==> src/rtl/mirq_pkg.sv <==
// Shared constants for the metering interrupt detector: event vector
// width and the position of each event group inside the status word.
package mirq_pkg;
    localparam int EV_W     = 19;   // implemented status/mask bits
    localparam int N_PH     = 3;    // phases / pulse paths
    localparam int N_CLS    = 5;    // energy classes
    localparam int EVB_LINE = 5;
    localparam int EVB_ACT0 = 6;
    localparam int EVB_REA0 = 10;
    localparam int EVB_CF0  = 14;
    localparam int EVB_DSP  = 17;

    typedef logic [EV_W-1:0] ev_vec_t;

    // Status bit of the sign event for summed pulse path i.
    function automatic int sum_bit(input int i);
        return (i == 0) ? 9 : ((i == 1) ? 13 : 18);
    endfunction
endpackage

==> src/rtl/mirq_toggle_det.sv <==
// Toggle detector: flags when bit BIT of each of N words differs from its
// value one clock earlier. Assumes the words are synchronous to clk_i.
// The first clock after reset only loads the history.
module mirq_toggle_det #(
    parameter int N   = 15,
    parameter int W   = 32,
    parameter int BIT = 30
) (
    input  logic           clk_i,
    input  logic           rst_n_i,
    input  logic [N*W-1:0] word_i,
    output logic [N-1:0]   tog_o
);
    logic [N-1:0] cur_w;
    logic [N-1:0] prev_q;
    logic         primed_q;

    for (genvar g = 0; g < N; g++) begin : g_ch
        assign cur_w[g] = word_i[g*W + BIT];
        assign tog_o[g] = primed_q & (cur_w[g] ^ prev_q[g]);
    end

    // Hold last cycle's watched bits and mark history as valid.
    always_ff @(posedge clk_i) begin
        if (!rst_n_i) begin
            prev_q   <= '0;
            primed_q <= 1'b0;
        end else begin
            prev_q   <= cur_w;
            primed_q <= 1'b1;
        end
    end
endmodule

==> src/rtl/mirq_sign_det.sv <==
// Sign-reversal detector for N signed samples of width W. A sample is
// compared with, and then replaces, the held sign only when vld_i is high.
// Zero has sign bit 0 and so counts as positive. The first strobe after
// reset only loads the held signs.
module mirq_sign_det #(
    parameter int N = 3,
    parameter int W = 24
) (
    input  logic           clk_i,
    input  logic           rst_n_i,
    input  logic           vld_i,
    input  logic [N*W-1:0] val_i,
    output logic [N-1:0]   flip_o
);
    logic [N-1:0] sgn_w;
    logic [N-1:0] held_q;
    logic         primed_q;

    for (genvar g = 0; g < N; g++) begin : g_ch
        assign sgn_w[g]  = val_i[g*W + W - 1];
        assign flip_o[g] = vld_i & primed_q & (sgn_w[g] ^ held_q[g]);
    end

    // Capture signs of each valid sample.
    always_ff @(posedge clk_i) begin
        if (!rst_n_i) begin
            held_q   <= '0;
            primed_q <= 1'b0;
        end else if (vld_i) begin
            held_q   <= sgn_w;
            primed_q <= 1'b1;
        end
    end
endmodule

==> src/rtl/mirq_regs.sv <==
// Mask and sticky status registers with write-1-to-clear, bus read mux
// and interrupt output. A new event wins over a clear in the same cycle.
// Unimplemented bits read as zero.
module mirq_regs #(
    parameter int EV_W   = 19,
    parameter int DATA_W = 32
) (
    input  logic              clk_i,
    input  logic              rst_n_i,
    input  logic [EV_W-1:0]   ev_i,
    input  logic              we_i,
    input  logic              addr_i,
    input  logic [DATA_W-1:0] wdata_i,
    output logic [DATA_W-1:0] rdata_o,
    output logic [EV_W-1:0]   status_o,
    output logic              irq_n_o
);
    logic [EV_W-1:0] mask_q;
    logic [EV_W-1:0] stat_q;
    logic [EV_W-1:0] clr_w;

    assign clr_w = (we_i && addr_i) ? wdata_i[EV_W-1:0] : '0;

    // Mask write and status set/clear.
    always_ff @(posedge clk_i) begin
        if (!rst_n_i) begin
            mask_q <= '0;
            stat_q <= '0;
        end else begin
            if (we_i && !addr_i) mask_q <= wdata_i[EV_W-1:0];
            stat_q <= (stat_q & ~clr_w) | ev_i;
        end
    end

    // Read mux with zero-filled reserved bits.
    always_comb begin
        rdata_o = '0;
        rdata_o[EV_W-1:0] = addr_i ? stat_q : mask_q;
    end

    assign status_o = stat_q;
    assign irq_n_o  = ~|(stat_q & mask_q);
endmodule

==> src/rtl/meter_irq_detect.sv <==
// Top of the metering interrupt detector. Selects the monitored powers,
// runs toggle, sign and edge detectors, assembles the 19-bit event vector
// and feeds the register block. Pulse edges are taken before the disable
// gate, so a disabled output still reports events.
module meter_irq_detect
    import mirq_pkg::*;
#(
    parameter int ACC_W   = 32,
    parameter int TOG_BIT = 30,
    parameter int PWR_W   = 24,
    parameter int DATA_W  = 32
) (
    input  logic                     clk_i,
    input  logic                     rst_n_i,
    input  logic [N_CLS*N_PH*ACC_W-1:0] acc_flat_i,
    input  logic [N_PH*PWR_W-1:0]    act_tot_i,
    input  logic [N_PH*PWR_W-1:0]    act_fund_i,
    input  logic [N_PH*PWR_W-1:0]    rea_tot_i,
    input  logic [N_PH*PWR_W-1:0]    rea_fund_i,
    input  logic [N_PH*PWR_W-1:0]    psum_i,
    input  logic                     act_sel_i,
    input  logic                     rea_sel_i,
    input  logic                     pwr_vld_i,
    input  logic [N_PH-1:0]          cf_pulse_i,
    input  logic [N_PH-1:0]          cf_dis_i,
    output logic [N_PH-1:0]          cf_pin_o,
    input  logic                     lcyc_done_i,
    input  logic                     lcyc_mode_i,
    input  logic                     dsp_done_i,
    input  logic                     bus_we_i,
    input  logic                     bus_addr_i,
    input  logic [DATA_W-1:0]        bus_wdata_i,
    output logic [DATA_W-1:0]        bus_rdata_o,
    output logic                     irq_n_o
);
    localparam int N_ACC = N_CLS * N_PH;

    logic [N_ACC-1:0]        tog_w;
    logic [N_PH*PWR_W-1:0]   act_w;
    logic [N_PH*PWR_W-1:0]   rea_w;
    logic [N_PH-1:0]         act_flip_w;
    logic [N_PH-1:0]         rea_flip_w;
    logic [N_PH-1:0]         sum_flip_w;
    logic [N_PH-1:0]         cf_prev_q;
    logic [N_PH-1:0]         cf_fall_w;
    ev_vec_t                 ev_w;
    ev_vec_t                 status_w;

    assign act_w = act_sel_i ? act_fund_i : act_tot_i;
    assign rea_w = rea_sel_i ? rea_fund_i : rea_tot_i;

    mirq_toggle_det #(.N(N_ACC), .W(ACC_W), .BIT(TOG_BIT)) u_tog (
        .clk_i(clk_i), .rst_n_i(rst_n_i), .word_i(acc_flat_i), .tog_o(tog_w)
    );
    mirq_sign_det #(.N(N_PH), .W(PWR_W)) u_act (
        .clk_i(clk_i), .rst_n_i(rst_n_i), .vld_i(pwr_vld_i),
        .val_i(act_w), .flip_o(act_flip_w)
    );
    mirq_sign_det #(.N(N_PH), .W(PWR_W)) u_rea (
        .clk_i(clk_i), .rst_n_i(rst_n_i), .vld_i(pwr_vld_i),
        .val_i(rea_w), .flip_o(rea_flip_w)
    );
    mirq_sign_det #(.N(N_PH), .W(PWR_W)) u_sum (
        .clk_i(clk_i), .rst_n_i(rst_n_i), .vld_i(pwr_vld_i),
        .val_i(psum_i), .flip_o(sum_flip_w)
    );

    // Remember last pulse levels (idle high) for falling-edge detection.
    always_ff @(posedge clk_i) begin
        if (!rst_n_i) cf_prev_q <= '1;
        else          cf_prev_q <= cf_pulse_i;
    end

    assign cf_fall_w = cf_prev_q & ~cf_pulse_i;
    assign cf_pin_o  = cf_pulse_i | cf_dis_i;

    // Place every detector output at its status bit.
    always_comb begin
        ev_w = '0;
        for (int c = 0; c < N_CLS; c++) ev_w[c] = |tog_w[c*N_PH +: N_PH];
        ev_w[EVB_LINE] = lcyc_done_i & lcyc_mode_i;
        for (int p = 0; p < N_PH; p++) begin
            ev_w[EVB_ACT0 + p]  = act_flip_w[p];
            ev_w[EVB_REA0 + p]  = rea_flip_w[p];
            ev_w[EVB_CF0 + p]   = cf_fall_w[p];
            ev_w[sum_bit(p)]    = sum_flip_w[p];
        end
        ev_w[EVB_DSP] = dsp_done_i;
    end

    mirq_regs #(.EV_W(EV_W), .DATA_W(DATA_W)) u_regs (
        .clk_i(clk_i), .rst_n_i(rst_n_i), .ev_i(ev_w),
        .we_i(bus_we_i), .addr_i(bus_addr_i), .wdata_i(bus_wdata_i),
        .rdata_o(bus_rdata_o), .status_o(status_w), .irq_n_o(irq_n_o)
    );
endmodule

==> config.mk <==
export PLATFORM = sky130hd
export DESIGN_NAME = meter_irq_detect
export DESIGN_NICKNAME = d
export VERILOG_FILES = /design/src/rtl/mirq_pkg.sv /design/src/rtl/mirq_toggle_det.sv /design/src/rtl/mirq_sign_det.sv /design/src/rtl/mirq_regs.sv /design/src/rtl/meter_irq_detect.sv
export SDC_FILE = /design/constraint.sdc
export NUM_CORES = 1
export LEC_CHECK = 0
export BUFFER_PORTS_ARGS = -buffer_cell sky130_fd_sc_hd__buf_2
export CAP_MARGIN = 25
export CORE_AREA = 2 2 359 361
export CTS_CLUSTER_SIZE = 25
export DETAILED_ROUTE_END_ITERATION = 8
export DIE_AREA = 0 0 361 363
export GPL_TIMING_DRIVEN = 1
export PLACE_DENSITY = 0.3
export SLEW_MARGIN = 30
export SYNTH_ARGS = -nofsm -noshare
export SYNTH_HDL_FRONTEND = slang
export SYNTH_SLANG_ARGS = --single-unit
==> constraint.sdc <==
create_clock -name clk_i -period 1.3 [get_ports clk_i]
set_clock_uncertainty 0.2 [all_clocks]
set_input_delay 0.065 -clock clk_i [delete_from_list [all_inputs] [get_ports clk_i]]
set_output_delay 0.065 -clock clk_i [all_outputs]
set_load 0.005 [all_outputs]
Word-level counts from Yosys, hierarchy flattened

Index checks and enable logic that the tools add are counted.
W data, S select, Z words.

Divide/modulo/power cells: 0
Equal/unequal tests: 0
Mux-type cells: 5
Shift-type cells: 0
Multiply operators: 0
Bitwise gates (word level): 57
Reduce and logical (&&, ||, !) cells: 10
Add/subtract/negate cells: 0
Order comparisons: 0

Operators by type and width:

| cell                | number |
|---|---|
| $mux W72            | 2 |
| $and A19 B19 Y19    | 2 |
| $mux W19            | 2 |
| $and A1 B1 Y1       | 26 |
| $xor A1 B1 Y1       | 24 |
| $not A19 Y19        | 1 |
| $or A19 B19 Y19     | 1 |
| $reduce_or A19 Y1   | 1 |
| $reduce_or A3 Y1    | 5 |
| $and A3 B3 Y3       | 1 |
| $not A3 Y3          | 1 |
| $or A3 B3 Y3        | 1 |
| $logic_and A1 B1 Y1 | 2 |
| $logic_not A1 Y1    | 2 |
| $mux W1             | 1 |

Latch bits: 0
Output and inout port bits: 36
ROM bits: 0
Word-level logic and storage cells: 81
Bits of input ports: 888
Memories: 0
Flip-flop bits (word level): 67
Bits in writable memories: 0

Logic depth before layout (Yosys ltp)

Gate-level depths: netlist of the first run.

Word-level depth: 5
Gate-level depth with buffers: 6
Mapped depth without buffers: 4

Hierarchy

A second synthesis of the first run with hierarchy kept.

Cell total of the unflattened synthesis: 510
Area total of the unflattened synthesis: 5685.5 µm²

By module, submodules not included:

| module           | times used | cells an instance | area an instance (µm²) | sequential area each (µm²) |
|---|---|---|---|---|
| meter_irq_detect | 1          | 178               | 2603.7                 | 60.1 |
| mirq_regs        | 1          | 212               | 1841.8                 | 760.7 |
| mirq_toggle_det  | 1          | 63                | 673.1                  | 320.3 |
| mirq_sign_det    | 3          | 19                | 188.9                  | 80.1 |

Least setup slack after synthesis of the first run

No wires, ideal clock.

Path type: register -> output
Start: register u_regs.stat_q[13], in the netlist u_regs.status_o[13]
End: output irq_n_o
Slack: 0.100 ns
Data arrival time: 0.935 ns
Data required time: 1.035 ns
Stages on the path, launching flop included: 5
Cell sequence: dfxtp_1 > a22o_1 > a221oi_1 > nand4_1 > nor2_1

Word-level cells in the longest chain between the ends: 3

RTL lines:

| what                   | RTL line               | text |
|---|---|---|
| start, declared        | mirq_regs.sv:19        | `logic [EV_W-1:0] stat_q;` |
| start signal, assigned | mirq_regs.sv:31        | `stat_q <= (stat_q & ~clr_w) \| ev_i;` |
| $and A19 B19 Y19       | mirq_regs.sv:42        | `assign irq_n_o = ~\|(stat_q & mask_q);` |
| $reduce_or A19 Y1      | mirq_regs.sv:42        |  |
| $logic_not A1 Y1       | mirq_regs.sv:42        |  |
| end, declared          | meter_irq_detect.sv:34 | `output logic irq_n_o` |

No other way between the ends.

Worst setup path after layout of the first run

Ends and elaborated chain as after synthesis.

==> flow_metrics.py, run 1 <==
metrics = {
    "clock_tree": {
        "cts_tree": "done",
        "cts-buffers-inserted": 9,
        "clockBufferDepth": 2,
        "htreeDepth": 3,
        "clkSinkCount": 67,
        "clk_transition_reported_paths_ps": 60,
        "ctsRootBufferMaster": "clkbuf_16",
        "clk_latency_ps": 340,
    },
    "placed_design": {
        "port_buffers": 87,
        "place_congestion": 0.632,
        "place_hpwl_mm": 12.9,
    },
    "synthesis": {
        "synth_cell_types": 32,
        "ys_warn_count": 0,
        "synthCells": 321,
        "yosys.area.top_type": "dfxtp_1",
        "synth_edf_count": 0,
        "ys_top_cells_by_area": "dfxtp_1, nand2_1, mux2_2",
        "ys_async_sr_fraction_pct": 0,
        "synthFlopType": "dfxtp_1",
        "syn_avg_cell_area_um2": 9.47,
        "syn-cell-area_mm2": 0.00304,
        "ys_seq_elements": 67,
        "ys_seq_area_share_pct": 44.1,
        "yosysTopAreaCellShare_pct": 44.1,
    },
    "final_layout": {
        "layout-drive-gt1-share_pct": 42.8,
        "n_fill_cell": 14900,
        "mostFrequentLayoutCells": "nand2_1, buf_2, dlygate4sd3_1",
        "multi_input_area_mm2": 0.00165,
        "seq_area_mm2": 0.00138,
        "area_growth_pct": 132,
        "layout_commonest_cell": "nand2_1",
        "nNetsFinal": 1392,
    },
    "drt": {
        "viasPerCell": 1.34,
        "wl_mm": 15.9,
        "drtPass1Iterations": 4,
        "vias": 2908,
        "final_antenna_net_count": 0,
        "post_drt_wl_per_cell_um": 7.31,
        "first_iter_violations": 75,
        "drc": 0,
    },
    "power": {
        "p_leak_uw": 0.00235,
        "p_per_area_mw_per_mm2": 845,
        "p_total_uw": 5950,
        "ir_drop_mv": 0.605,
    },
    "global_routing": {
        "antenna_found_initial": 6,
        "grtUsageTotal_pct": 2.41,
        "grt_overflow": 0,
        "grt_pass1_vias": 2919,
        "grt_first_pass_wirelength_mm": 22.2,
        "grt_max_degree": 23,
    },
    "timing": {
        "hold_viol_final": 1,
        "fin_crit_ps": 1900,
        "setup_slack_ps": -603,
        "fin_hold_ws_ps": -8.48,
        "max_freq_mhz": 525,
        "setup_viol": 20,
        "drv_slew": 0,
        "rsz0062_at_grt": "true",
        "min_period_over_period_pct": 146,
    },
    "critical_path": {
        "worst-r2r-cell-count": 4,
        "critPathKind": "flip-flop to output port",
        "worst_setup_path_start_kind": "flip-flop",
        "cpMaxStageDelayCell": "dfxtp_2",
        "crit_chain": "a22o_1 -> a221oi_2 -> nand4_1 -> nor2_2 -> buf_2",
        "cp_max_fo": 2,
        "cpPeakStageDelay_ps": 320,
        "crit_path_end_kind": "output port",
        "rrSetupSlack_ps": 90,
        "required_ps": 1030,
        "cp_data_arrival_time_ps": 1640,
    },
    "job": {
        "max_cap_violations": 0,
    },
    "floorplanning": {
        "die_w_um": 361,
        "ios": 924,
        "dieArea_mm2": 0.131,
        "start_util_pct": 2.39,
        "dieHeight_um": 363,
        "placementRows": 131,
        "fp.coreArea_mm2": 0.127,
    },
    "outcome": {
        "violations": "hold timing, setup timing",
        "outcome": "finished, violations left",
    },
    "hold_path": {
        "min_path_cells": 4,
        "hp-class": "input port to flip-flop",
    },
}
layer usage:
metal | part of all wire, % | up-vias | GRT usage (%)
li1 | - | 1439 | -
met1 | 51 | 1347 | 3.42
met2 | 42 | 100 | 3.52
met3 | 6.2 | 20 | 0.718
met4 | 1.1 | 2 | 0.541
met5 | 0.044 | - | 0
cells by family (layout without fill, tap and decap cells):
kind of cell | count (synthesis) | count (layout) | synth area share [%]
xor+xnor | 24 | 24 | 6.91
mux | 28 | 28 | 10.0
buf+inv | 31 | 207 | 6.83
simple gates | 116 | 116 | 18.1
flops | 67 | 67 | 44.1
compound gates | 54 | 54 | 14.0
other cells | 1 | 17 | 0.123
area by class of cell:
class                   instances  share of cell area [%]
multi-input cells             235                    23.4
clock inverters                 7                    1.10
well taps                    1662                    29.5
flip-flops and latches         67                    19.5
diodes                          4                   0.142
clock buffers                   9                    3.20
repair buffers                191                    23.1
worst paths after layout:
| kind | start | endpoint |
|---|---|---|
| hold / removal | cf_pulse_i[1] | u_regs.status_o[15]$_SDFF_PN0_ |
| hold reg to reg | u_regs.mask_q[6]$_SDFFE_PN0P_ | u_regs.mask_q[6]$_SDFFE_PN0P_ |
| setup / recovery | u_regs.status_o[13]$_SDFF_PN0_ | irq_n_o |
| setup reg to reg | u_tog.prev_q[3]$_SDFF_PN0_ | u_regs.status_o[1]$_SDFF_PN0_ |
registers in the layout, indices dropped and copies added (netlist names):
signal,flops
u_sum.held_q,3
u_regs.mask_q,19
u_tog.primed_q,1
u_rea.held_q,3
cf_prev_q,3
u_tog.prev_q,15
u_regs.status_o,19
u_rea.primed_q,1
u_act.held_q,3
through the flow:
| stage | setup TNS [ps] | instances | setup WS (ps) | util (%) | cell area, µm² |
|---|---|---|---|---|---|
| final | -3050 | 2175 | -603 | 5.55 | 7050 |
| after global routing | -3930 | 2173 | -683 | 5.54 | 7040 |
| after CTS | -3790 | 2171 | -605 | 5.50 | 6990 |
| after detailed placement | -517 | 2107 | -397 | 4.64 | 5890 |
| after global placement | -470 | 2107 | -411 | 4.64 | 5890 |
| after floorplan | 0 | 333 | 100 | - | 3090 |
cells in the mapped netlist, drive strengths merged, types with 6 or more instances:
cell type,number
o211a,6
clkbuf,6
and2,16
nand3,6
a32o,6
xnor2,6
nand2,64
nor2b,15
buf,25
mux2i,9
dfxtp,67
mux2,19
a21boi,19
xor2,18
critical path: cells and delay by family (launching register included):
family                 cells  cell delay [ps]
DFF                        1              320
and+or+nand+nor            2              330
buffers and inverters      1              160
AOI/OAI and AO/OA          2              500
where the power goes:
group	total, µW	switching, µW	internal, µW
registers	2270	79.5	2190
logic	1150	500	646
clock network	2540	1040	1500
what timing repair did:
action,4_1_cts,5_1_grt
hold buffers,46,1
hold endpoints to repair,62,1
setup endpoints to repair,27,34
buffers inserted,3,4
gates resized for setup,91,13
pin swaps,0,2
Note: power is estimated with default switching activity, not from simulation.
==> run 2: changes to the inputs <==
--- a/config.mk
+++ b/config.mk
@@ -7,12 +7,13 @@
 export LEC_CHECK = 0
 export BUFFER_PORTS_ARGS = -buffer_cell sky130_fd_sc_hd__buf_2
 export CAP_MARGIN = 25
-export CORE_AREA = 2 2 359 361
+export CORE_AREA = 2 2 363 365
 export CTS_CLUSTER_SIZE = 25
 export DETAILED_ROUTE_END_ITERATION = 8
-export DIE_AREA = 0 0 361 363
+export DIE_AREA = 0 0 365 367
 export GPL_TIMING_DRIVEN = 1
 export PLACE_DENSITY = 0.3
+export RECOVER_POWER = 25
 export SLEW_MARGIN = 30
 export SYNTH_ARGS = -nofsm -noshare
 export SYNTH_HDL_FRONTEND = slang
==> constraint.sdc (replaced) <==
create_clock -name clk_i -period 2.3 [get_ports clk_i]
set_clock_uncertainty 0.2 [all_clocks]
set_input_delay 0.115 -clock clk_i [delete_from_list [all_inputs] [get_ports clk_i]]
set_output_delay 0.115 -clock clk_i [all_outputs]
set_load 0.005 [all_outputs]
==> run 2 against run 1 <==
Net effect:
- the flow now finishes without violations
- clock power down 35%
- cell count increased by 2.9%
- hold slack better by 25 ps
- first-iteration DRC count shrank 6.7%
- combinational power down 56%
- die area rose by 2.2%
- setup slack improved by 780 ps
- critical endpoint unchanged
==> flow_metrics.py, run 2 (synthesis gave the netlist of run 1 again) <==
metrics = {
    "outcome": {
        "outcome": "finished clean",
    },
    "drt": {
        "drtPass1Iterations": 4,
        "post_drt_wl_per_cell_um": 6.75,
        "wl_mm": 15.1,
        "drc": 0,
        "first_iter_violations": 70,
        "final_antenna_net_count": 0,
        "viasPerCell": 1.22,
        "vias": 2741,
    },
    "power": {
        "ir_drop_mv": 0.445,
        "p_per_area_mw_per_mm2": 522,
        "p_leak_uw": 0.00204,
    },
    "floorplanning": {
        "fp.coreArea_mm2": 0.130,
        "placementRows": 133,
        "die_w_um": 365,
        "ios": 924,
        "start_util_pct": 2.33,
        "dieArea_mm2": 0.134,
        "dieHeight_um": 367,
    },
    "critical_path": {
        "crit_path_end_kind": "output port",
        "worst_setup_path_start_kind": "flip-flop",
        "cp_data_arrival_time_ps": 1810,
        "required_ps": 1990,
        "r2r_start": "u_sum.held_q[2]$_SDFFE_PN0P_",
        "startpoint": "u_regs.status_o[4]$_SDFF_PN0_",
        "cp_max_fo": 2,
        "critPathKind": "flip-flop to output port",
    },
    "timing": {
        "setup_viol": 0,
        "tightest_slew_ps": 937,
        "tns_ps": 0,
        "drv_slew": 0,
        "rsz0062_at_grt": "false",
        "fin_crit_ps": 2120,
        "min_period_over_period_pct": 92.2,
        "slew_headroom_pct": 37.5,
        "max_freq_mhz": 471,
        "hold_viol_final": 0,
    },
    "placed_design": {
        "port_buffers": 87,
        "place_congestion": 0.639,
        "place_hpwl_mm": 11.9,
    },
    "hold_path": {
        "hp-class": "input port to flip-flop",
        "holdCritStartpoint": "act_tot_i[71]",
    },
    "global_routing": {
        "grt_pass1_vias": 2862,
        "grt_overflow": 0,
        "grt_max_degree": 27,
        "grt_first_pass_wirelength_mm": 21.4,
        "grtUsageTotal_pct": 2.34,
        "antenna_found_initial": 3,
    },
    "job": {
        "max_cap_violations": 0,
    },
    "clock_tree": {
        "cts_tree": "done",
        "clk_transition_reported_paths_ps": 70,
        "clk_latency_ps": 360,
        "clockBufferDepth": 2,
        "clkSinkCount": 67,
        "htreeDepth": 3,
        "ctsRootBufferMaster": "clkbuf_16",
        "cts-buffers-inserted": 9,
    },
    "final_layout": {
        "layout_commonest_cell": "buf_2",
        "area_growth_pct": 116,
        "postLayoutCoreUtil_pct": 5.04,
        "nNetsFinal": 1363,
        "layout-drive-gt1-share_pct": 30.2,
        "mostFrequentLayoutCells": "buf_2, dfxtp_1, nand2_1",
    },
}
run 2: through the flow:
stage / power [µW] / instances / area, µm² / hold WS [ps] / setup slack (ps)
detailed placement: 1750 / 2159 / 5620 / 139 / 328
finish: 3430 / 2239 / 6570 / 16.9 / 179
floorplan: 1520 / 333 / 3090 / -57.3 / 1050
CTS: 3550 / 2233 / 6550 / 26.5 / 49.2
global route: 3640 / 2236 / 6570 / 59.6 / 18.7
global placement: 1750 / 2159 / 5620 / 137 / 341
run 2: final cells by class:
class,count,area [µm²]
repair buffers,162,1140
multi-input cells,235,1550
diodes,4,10.0
clock inverters,6,93.8
fillers,15500,124000
well taps,1755,2200
flip-flops and latches,67,1350
clock buffers,10,239
run 2: repair_timing:
item / CTS / global route
hold buffers: 58 / 0
pin swaps: 0 / 2
buffers inserted: 0 / 2
hold endpoints to repair: 62 / 0
setup endpoints to repair: 1 / 1
gates resized for setup: 3 / 3
run 2: path summary, 6_finish.rpt:
path                                                 endpoint  slack, ps  cells past startpoint
worst min register to register  u_regs.mask_q[2]$_SDFFE_PN0P_        280                      2
worst min-delay path             u_act.held_q[2]$_SDFFE_PN0P_         20                      4
worst max register to register   u_sum.held_q[2]$_SDFFE_PN0P_        420                      4
worst max-delay path                                  irq_n_o        180                      7
run 2: metal layers:
layer	track usage, %	share of wire, %	vias up
met2	3.11	38	97
li1	-	-	1380
met4	0.902	1.9	2
met5	0	0.086	-
met1	3.27	52	1245
met3	0.989	7.4	17
run 2: report_power, final:
group | leakage (µW) | internal, µW | switching [µW]
Sequential | 0.000555 | 1230 | 53.4
Clock | 0.000160 | 992 | 651
Combinational | 0.00133 | 259 | 244
Total | 0.00204 | 2480 | 948
run 2: critical path, cell delays in order, from the launching register on:
cell	delay, ps
dfxtp_4	380
a22o_1	220
a221oi_2	190
buf_4	180
nand4_1	90
buf_4	180
nor2_2	60
buf_2	130
==> run 3: changes to the inputs <==
--- a/config.mk
+++ b/config.mk
@@ -7,10 +7,11 @@
 export LEC_CHECK = 0
 export BUFFER_PORTS_ARGS = -buffer_cell sky130_fd_sc_hd__buf_2
 export CAP_MARGIN = 25
-export CORE_AREA = 2 2 363 365
+export CORE_AREA = 5 5 355 357
+export CTS_BUF_LIST = sky130_fd_sc_hd__clkbuf_2
 export CTS_CLUSTER_SIZE = 25
 export DETAILED_ROUTE_END_ITERATION = 8
-export DIE_AREA = 0 0 365 367
+export DIE_AREA = 0 0 360 362
 export GPL_TIMING_DRIVEN = 1
 export PLACE_DENSITY = 0.3
 export RECOVER_POWER = 25
==> run 3 against run 2 <==
Net effect:
- the flow now finishes with violations (capacitance limit, slew limit, setup timing)
- global-route usage grew 0.18 points
- sequential power about the same
- maximum frequency decreased by 18%
- combinational power grew 27%
- die area decreased by 2.7%
- sequential cell count did not move
- register-to-register slack got worse by 100 ps
- non-clock buffer count increased by 104
- critical endpoint is now u_regs.mask_q[1]$_SDFFE_PN0P_
- largest cell class is now non-clock buffers
- largest power group is now registers
- highest routed layer is now met4
==> flow_metrics.py, run 3 (synthesis gave the netlist of run 1 again) <==
metrics = {
    "outcome": {
        "outcome": "finished, violations left",
        "violations": "capacitance limit, slew limit, setup timing",
    },
    "clock_tree": {
        "clk_latency_ps": 650,
        "cts-buffers-inserted": 9,
        "htreeDepth": 3,
        "clk_transition_reported_paths_ps": 240,
        "clkSinkCount": 67,
        "clockBufferDepth": 2,
        "cts_tree": "done",
        "ctsRootBufferMaster": "clkbuf_2",
    },
    "placed_design": {
        "placed_cells": 2040,
        "port_buffers": 87,
        "place_congestion": 0.663,
        "place_hpwl_mm": 12.3,
        "dp_slack_ps": 341,
    },
    "final_layout": {
        "area_growth_pct": 139,
        "stdcell_count": 2223,
        "nNetsFinal": 1467,
        "layout-drive-gt1-share_pct": 23.8,
        "mostFrequentLayoutCells": "dlygate4sd3_1, buf_2, dfxtp_1",
        "layout_commonest_cell": "dlygate4sd3_1",
        "n_fill_cell": 14500,
    },
    "global_routing": {
        "grt_pass1_vias": 3548,
        "antenna_found_initial": 2,
        "grt_max_degree": 43,
        "grtUsageTotal_pct": 2.52,
        "grt_first_pass_wirelength_mm": 23.4,
        "grt_overflow": 0,
    },
    "drt": {
        "wl_mm": 16.2,
        "post_drt_wl_per_cell_um": 7.29,
        "drtPass1Iterations": 6,
        "first_iter_violations": 109,
        "vias": 3252,
        "final_antenna_net_count": 0,
        "viasPerCell": 1.46,
        "drc": 0,
    },
    "hold_path": {
        "hp-class": "input port to flip-flop",
    },
    "timing": {
        "setup_slack_ps": -297,
        "max_freq_mhz": 385,
        "setup_viol": 31,
        "tightest_slew_ps": 1750,
        "rsz0062_at_grt": "true",
        "slew_headroom_pct": -16.8,
        "drv_slew": 43,
        "fin_crit_ps": 2600,
        "hold_viol_final": 0,
        "min_period_over_period_pct": 113,
    },
    "job": {
        "max_cap_violations": 1,
    },
    "floorplanning": {
        "dieHeight_um": 362,
        "placementRows": 129,
        "ios": 924,
        "fp.coreArea_mm2": 0.123,
        "die_w_um": 360,
        "dieArea_mm2": 0.130,
        "start_util_pct": 2.48,
    },
    "power": {
        "p_per_area_mw_per_mm2": 382,
        "p_leak_uw": 0.00242,
        "ir_drop_mv": 0.333,
        "p_total_uw": 2780,
    },
    "critical_path": {
        "required_ps": 2710,
        "cp_max_fo": 42,
        "cp_data_arrival_time_ps": 3010,
        "crit_path_end_kind": "flip-flop",
        "critPathKind": "input port to flip-flop",
        "worst_setup_path_start_kind": "input port",
    },
}
run 3: worst max-delay path: stages:
cell and delay (ps):
dlygate4sd3_1 540, clkbuf_1 190, clkbuf_1 1290, a21boi_0 290, dlygate4sd3_1 570
run 3: layer usage:
metal,part of all wire (%),GRT usage (%)
met2,43,3.89
met1,48,3.18
met3,7.4,1.12
met4,1.4,0.738
met5,0,0
run 3: area by class of cell:
class / count / area, µm² / share of cell area [%]
Antenna cell: 2 / 5.00 / 0.0688
Tap cell: 1637 / 2050 / 28.2
Clock inverter: 7 / 83.8 / 1.15
Clock buffer: 9 / 45.0 / 0.620
Multi-Input combinational cell: 235 / 1550 / 21.3
Sequential cell: 67 / 1340 / 18.5
Timing Repair Buffer: 266 / 2190 / 30.2
run 3: final timing paths:
check / start / endpoint / slack (ps) / cells after the start
min reg2reg: u_regs.status_o[2]$_SDFF_PN0_ / u_regs.status_o[2]$_SDFF_PN0_ / 320 / 2
min: cf_pulse_i[1] / u_regs.status_o[15]$_SDFF_PN0_ / 150 / 5
max: rst_n_i / u_regs.mask_q[1]$_SDFFE_PN0P_ / -300 / 5
max reg2reg: u_regs.status_o[5]$_SDFF_PN0_ / u_regs.status_o[5]$_SDFF_PN0_ / 320 / 4
run 3: what timing repair did:
action | in CTS | in global routing
pin swaps | 3 | 1
endpoints found under the setup margin | 1 | 3
endpoints found under the hold margin | 67 | 5
resized for setup | 5 | 0
gates cloned | 0 | 0
buffers inserted | 1 | 0
hold buffers | 163 | 2
run 3: metrics by stage:
| step | hold WS (ps) | utilization [%] | instance area, µm² | setup TNS (ps) |
|---|---|---|---|---|
| 2_1_floorplan | -57.3 | - | 3090 | 0 |
| 3_3_place_gp | 127 | 4.47 | 5480 | 0 |
| 3_5_place_dp | 132 | 4.47 | 5480 | 0 |
| 4_1_cts | 12.8 | 5.92 | 7260 | -1110 |
| 5_1_grt | 44.9 | 5.93 | 7270 | -9830 |
| 6_report | 147 | 5.93 | 7270 | -7330 |
run 3: power breakdown:
part	switching, µW	total, µW	internal [µW]
Clock	585	855	270
Sequential	48.6	1280	1230
Combinational	268	639	371
Total	902	2780	1880
